## config.mk

```make
export PLATFORM = sky130hd
export DESIGN_NAME = vec_irq_ctrl
export DESIGN_NICKNAME = d
export VERILOG_FILES = /design/src/rtl/vic_pkg.sv /design/src/rtl/vic_pend_bank.sv /design/src/rtl/vic_arbiter.sv /design/src/rtl/vec_irq_ctrl.sv
export SDC_FILE = /design/constraint.sdc
export NUM_CORES = 1
export LEC_CHECK = 0
export ABC_AREA = 1
export BUFFER_PORTS_ARGS = -buffer_cell sky130_fd_sc_hd__buf_2
export CAP_MARGIN = 20
export CELL_PAD_IN_SITES_DETAIL_PLACEMENT = 0
export CELL_PAD_IN_SITES_GLOBAL_PLACEMENT = 1
export CORE_MARGIN = 5
export CORE_UTILIZATION = 38
export CTS_CLUSTER_SIZE = 12
export DETAILED_ROUTE_END_ITERATION = 6
export GPL_TIMING_DRIVEN = 0
export PLACE_DENSITY_LB_ADDON = 0.1
export RECOVER_POWER = 25
export SYNTH_ARGS = -nofsm -noshare
export SYNTH_HDL_FRONTEND = slang
export SYNTH_SLANG_ARGS = --single-unit
```

## constraint.sdc

```tcl
create_clock -name clk -period 2.86 [get_ports clk]
set_clock_uncertainty 0.05 [all_clocks]
set_input_delay 0.143 -clock clk [delete_from_list [all_inputs] [get_ports clk]]
set_output_delay 0.143 -clock clk [all_outputs]
set_load 0.03 [all_outputs]
```

## src/rtl/vic_pkg.sv

```systemverilog
package vic_pkg;
    // Service address of a source: base plus a fixed stride per index.
    function automatic int vic_vec_addr(input int base, input int stride, input int idx);
        return base + stride * idx;
    endfunction
endpackage

```

## src/rtl/vic_pend_bank.sv

```systemverilog
module vic_pend_bank #(
    parameter int N = 24
) (
    input  logic         clk,
    input  logic         rst_n,
    input  logic [N-1:0] req_i,
    input  logic [N-1:0] clr_i,
    output logic [N-1:0] pend_o
);
    typedef struct packed {
        logic [N-1:0] prev;
        logic [N-1:0] pend;
    } bank_t;

    bank_t bank_d, bank_q;

    always_comb begin
        bank_d      = bank_q;
        bank_d.prev = req_i;
        // a rising request beats any clear in the same cycle
        bank_d.pend = (bank_q.pend & ~clr_i) | (req_i & ~bank_q.prev);
    end

    always_ff @(posedge clk or negedge rst_n) begin
        if (!rst_n) bank_q <= '0;
        else        bank_q <= bank_d;
    end

    assign pend_o = bank_q.pend;
endmodule

```

## src/rtl/vic_arbiter.sv

```systemverilog
module vic_arbiter #(
    parameter int N    = 24,
    parameter int ID_W = 5
) (
    input  logic [N-1:0]    cand_i,
    output logic            found_o,
    output logic [ID_W-1:0] id_o,
    output logic [N-1:0]    onehot_o
);
    always_comb begin
        found_o = 1'b0;
        id_o    = '0;
        for (int i = N - 1; i >= 0; i--) begin
            if (cand_i[i]) begin
                found_o = 1'b1;
                id_o    = ID_W'(i);
            end
        end
        onehot_o = found_o ? (N'(1) << id_o) : '0;
    end
endmodule

```

## src/rtl/vec_irq_ctrl.sv

```systemverilog
module vec_irq_ctrl #(
    parameter int NUM_SRC    = 24,
    parameter int PER_REG    = 6,
    parameter int ADDR_W     = 16,
    parameter int VEC_BASE   = 3,
    parameter int VEC_STRIDE = 8,
    localparam int NUM_REG   = NUM_SRC / PER_REG,
    localparam int SEL_W     = $clog2(NUM_REG + 1),
    localparam int ID_W      = $clog2(NUM_SRC)
) (
    input  logic               clk,
    input  logic               rst_n,
    input  logic [NUM_SRC-1:0] irq_req,
    input  logic               cfg_we,
    input  logic [SEL_W-1:0]   cfg_sel,
    input  logic [PER_REG-1:0] cfg_wdata,
    input  logic               flag_clr_en,
    input  logic [NUM_SRC-1:0] flag_clr_mask,
    input  logic               instr_last,
    input  logic               reti,
    output logic               accept,
    output logic [ID_W-1:0]    accept_id,
    output logic [ADDR_W-1:0]  accept_vec,
    output logic               in_service,
    output logic [NUM_SRC-1:0] pending
);
    import vic_pkg::*;

    typedef struct packed {
        logic [NUM_REG-1:0][PER_REG-1:0] en;
        logic                            ea;
        logic                            isvc;
        logic                            acc;
        logic [ID_W-1:0]                 id;
        logic [ADDR_W-1:0]               vec;
    } ctl_t;

    ctl_t ctl_d, ctl_q;

    logic [NUM_SRC-1:0] en_flat;
    logic [NUM_SRC-1:0] cand;
    logic [NUM_SRC-1:0] win_hot;
    logic [NUM_SRC-1:0] clr_all;
    logic [ID_W-1:0]    win_id;
    logic               win_found;
    logic               ea_on;
    logic               take;

    assign en_flat = ctl_q.en;
    assign ea_on   = ctl_q.ea;
    assign cand    = pending & en_flat;
    assign take    = instr_last & ea_on & ~ctl_q.isvc & win_found;
    assign clr_all = (take ? win_hot : '0) | (flag_clr_en ? flag_clr_mask : '0);

    vic_pend_bank #(.N(NUM_SRC)) u_bank (
        .clk    (clk),
        .rst_n  (rst_n),
        .req_i  (irq_req),
        .clr_i  (clr_all),
        .pend_o (pending)
    );

    vic_arbiter #(.N(NUM_SRC), .ID_W(ID_W)) u_arb (
        .cand_i   (cand),
        .found_o  (win_found),
        .id_o     (win_id),
        .onehot_o (win_hot)
    );

    always_comb begin
        ctl_d     = ctl_q;
        ctl_d.acc = take;
        if (cfg_we) begin
            if (int'(cfg_sel) < NUM_REG)
                ctl_d.en[cfg_sel[$clog2(NUM_REG)-1:0]] = cfg_wdata;
            else if (int'(cfg_sel) == NUM_REG)
                ctl_d.ea = cfg_wdata[0];
        end
        if (reti)
            ctl_d.isvc = 1'b0;
        if (take) begin
            ctl_d.isvc = 1'b1;
            ctl_d.id   = win_id;
            ctl_d.vec  = ADDR_W'(vic_vec_addr(VEC_BASE, VEC_STRIDE, int'(win_id)));
        end
    end

    always_ff @(posedge clk or negedge rst_n) begin
        if (!rst_n) ctl_q <= '0;
        else        ctl_q <= ctl_d;
    end

    assign accept     = ctl_q.acc;
    assign accept_id  = ctl_q.id;
    assign accept_vec = ctl_q.vec;
    assign in_service = ctl_q.isvc;
endmodule

```

==> impl_metrics.ini <==
[clock_tree]
postCtsSetupBuffers = 0
clk_latency_ps = 350
h-tree-depth = 3
cts_made_buffers = 9
cts_buffer_depth = 2
clk_pin_slew_ps = 80
cts.repair.resized = 0
cts_tree = yes
cts_root_buf = clkbuf_8
clkSinkCount = 81
holdBufCountCts = 34

[placed_design]
io_buffers = 100
routabilityCongestion = 0.804
dpl.hpwl_um = 7750

[floorplanning]
start_util_pct = 38.5
row_count = 37
die_area_sq_um = 12400
ios = 110
die_x_um = 112
die_y_um = 112
core_sq_um = 10200

[timing]
rsz0062_at_grt = false
setup_viol = 0
hold_viol_final = 0
period_share_pct = 84.4
slew_viol_final = 37
max_freq_mhz = 414
setup-tns-final_ps = 0
min_period_ps = 2410
worst_pin_slew_ps = 2160
slew_headroom_pct = -43.8

[worst_hold_path]
hold_depth = 4
min_path_type = in -> reg

[grt]
use_met1_pct = 22.7
grt_util_met2_pct = 26.3
antenna_found_initial = 0
grtUsageTotal_pct = 16.7
grt_overflow = 0
grt_pass1_wl_um = 16300
grt_use_met3_pct = 3.70
grt_max_degree = 46
grt_pass1_vias = 3211
gr-max-usage-layer = met2

[routing]
route.detailed.drc = 0
viasPerCell = 4.36
firstDrtPassIters = 5
wl_per_cell_um = 13.2
drtIter0Drc = 96
via_count = 3256
postRouteAntennaNets = 0
wl_um = 9860

[power]
leakage_nw = 2.70
irDropWorstVdd_mv = 0.357
fin_total_pwr_mw = 3.58
power_density_nw_per_um2 = 691

[worst_setup_path]
required_ps = 3050
r2r_cells = 28
crit_type = reg -> reg
slowest_delay_ps = 410
cp-end-kind = flop
worstPathMaxFanout = 6
crit_top_cell = nand2_1
crit_path_top_delay_cell = dfrtp_1
cp-start-kind = flop
cp.arrival_ps = 2600

[finish]
utilization_pct = 50.8
area_growth_pct = 32.0
num_antenna_cells = 0
drive_gt1_share_pct = 27.9
nets = 668

[status]
status = finished with violations
failed_checks = max-capacitance violations, max-slew violations

[synth]
synthArstFlopShare_pct = 100
synthesis.instances = 451
yosys_warnings = 0
synth-edff-count = 0
synth.area.top_cells = dfrtp_1, nand2_1, buf_4
yosysTopAreaCell = dfrtp_1
synth_flop_cell = dfrtp_1
yosysUniqueCellTypes = 32
netlist_area_sq_um = 3920
synth-seq-cells = 81
ys_seq_area_share_pct = 51.7
syn_area_per_cell_sq_um = 8.69
synth_top_area_share_pct = 51.7

[flow_run]
cap_violations = 1
[placed cells by master (no fill, tap or decap), drive strengths merged]
master       instances
o31ai                1
nand2              153
nand3               26
nand4                6
nor2                23
or2                  1
clkinvlp             1
o211ai               1
bufinv               3
dfrtp               81
o22ai                1
clkbuf              38
dlygate4sd3         34
a21oi                2
nor3                 3
o21ai               43
o21bai               4
buf                126
a31oi                1
inv                 41
clkinv               3
conb                 9
a21boi               9
[cell type report]
class	instances	area (sq um)
fillers	1028	5010
flip-flops and latches	81	2030
multi-input cells	283	1360
repair buffers	135	843
plain buffers	53	385
inverters	42	171
well taps	136	170
clock buffers	10	128
clock inverters	6	82.6
[power breakdown]
part / total, mW / leakage, nW / switching, mW / internal [mW]
combinational: 1.25 / 1.63 / 0.758 / 0.496
sequential: 1.42 / 0.966 / 0.118 / 1.31
clock: 0.898 / 0.106 / 0.411 / 0.487
[worst max-delay path, delay by kind of cell, from the launching register on]
kind | cells | cell delay (ps)
flip-flops | 1 | 410
AND/OR/NAND/NOR | 26 | 1760
buffers and inverters | 1 | 40
AO/OA/AOI/OAI | 1 | 60
[metrics by stage]
stage	setup slack [ps]	instance area [sq um]	cells	hold slack, ps
floorplan	871	3950	459	-203
global placement	465	4620	695	216
detailed placement	448	4650	696	104
CTS	421	5200	746	0.0307
global route	112	5170	746	9.50
finish	446	5170	746	15.3
[metal layers]
layer | share of wire (%) | vias to the layer above
met5 | 0 | -
met4 | 1.5 | 0
met3 | 4.9 | 12
met2 | 47 | 76
met1 | 47 | 1484
li1 | - | 1684
[synthesized netlist by cell type (2+ instances only)]
library cell,number
nand2_1,140
nand2_2,8
nand3_1,24
dfrtp_1,81
nand2_4,4
nand4_1,6
nor2_2,4
inv_1,40
a21boi_0,9
buf_4,45
clkbuf_1,6
o21ai_1,15
nor3_2,2
nand3_4,2
o21ai_0,28
o21bai_1,3
a21oi_1,2
nor2_4,2
nor2_1,17
[final timing paths]
check,startpoint,end,slack [ps]
max,u_bank.pend_o[23],u_bank.pend_o[14],450
min,flag_clr_mask[12],u_bank.pend_o[12],20
max reg2reg,u_bank.pend_o[23],u_bank.pend_o[14],450
min reg2reg,u_bank.bank_q[47],u_bank.pend_o[23],360
max in group asynchronous,rst_n,u_bank.bank_q[34],620
min in group asynchronous,rst_n,accept_id[0],900
[sequential cells by signal (all words and copies together) (netlist names)]
register and count:
ctl_q 24, u_bank.bank_q 24, u_bank.pend_o 24, accept_id 5, accept 1, accept_vec 1
ea_on 1, in_service 1
[logic make-up (layout without fill, tap and decap cells)]
kind of cell    count (synthesis)  count (layout)  synth area share (%)
compound gates                 62              62                  9.04
simple gates                  212             212                  24.9
buf+inv                        95             246                  14.2
flops                          81              81                  51.7
other cells                     1               9                0.0957
(Power assumes the default switching activity.)
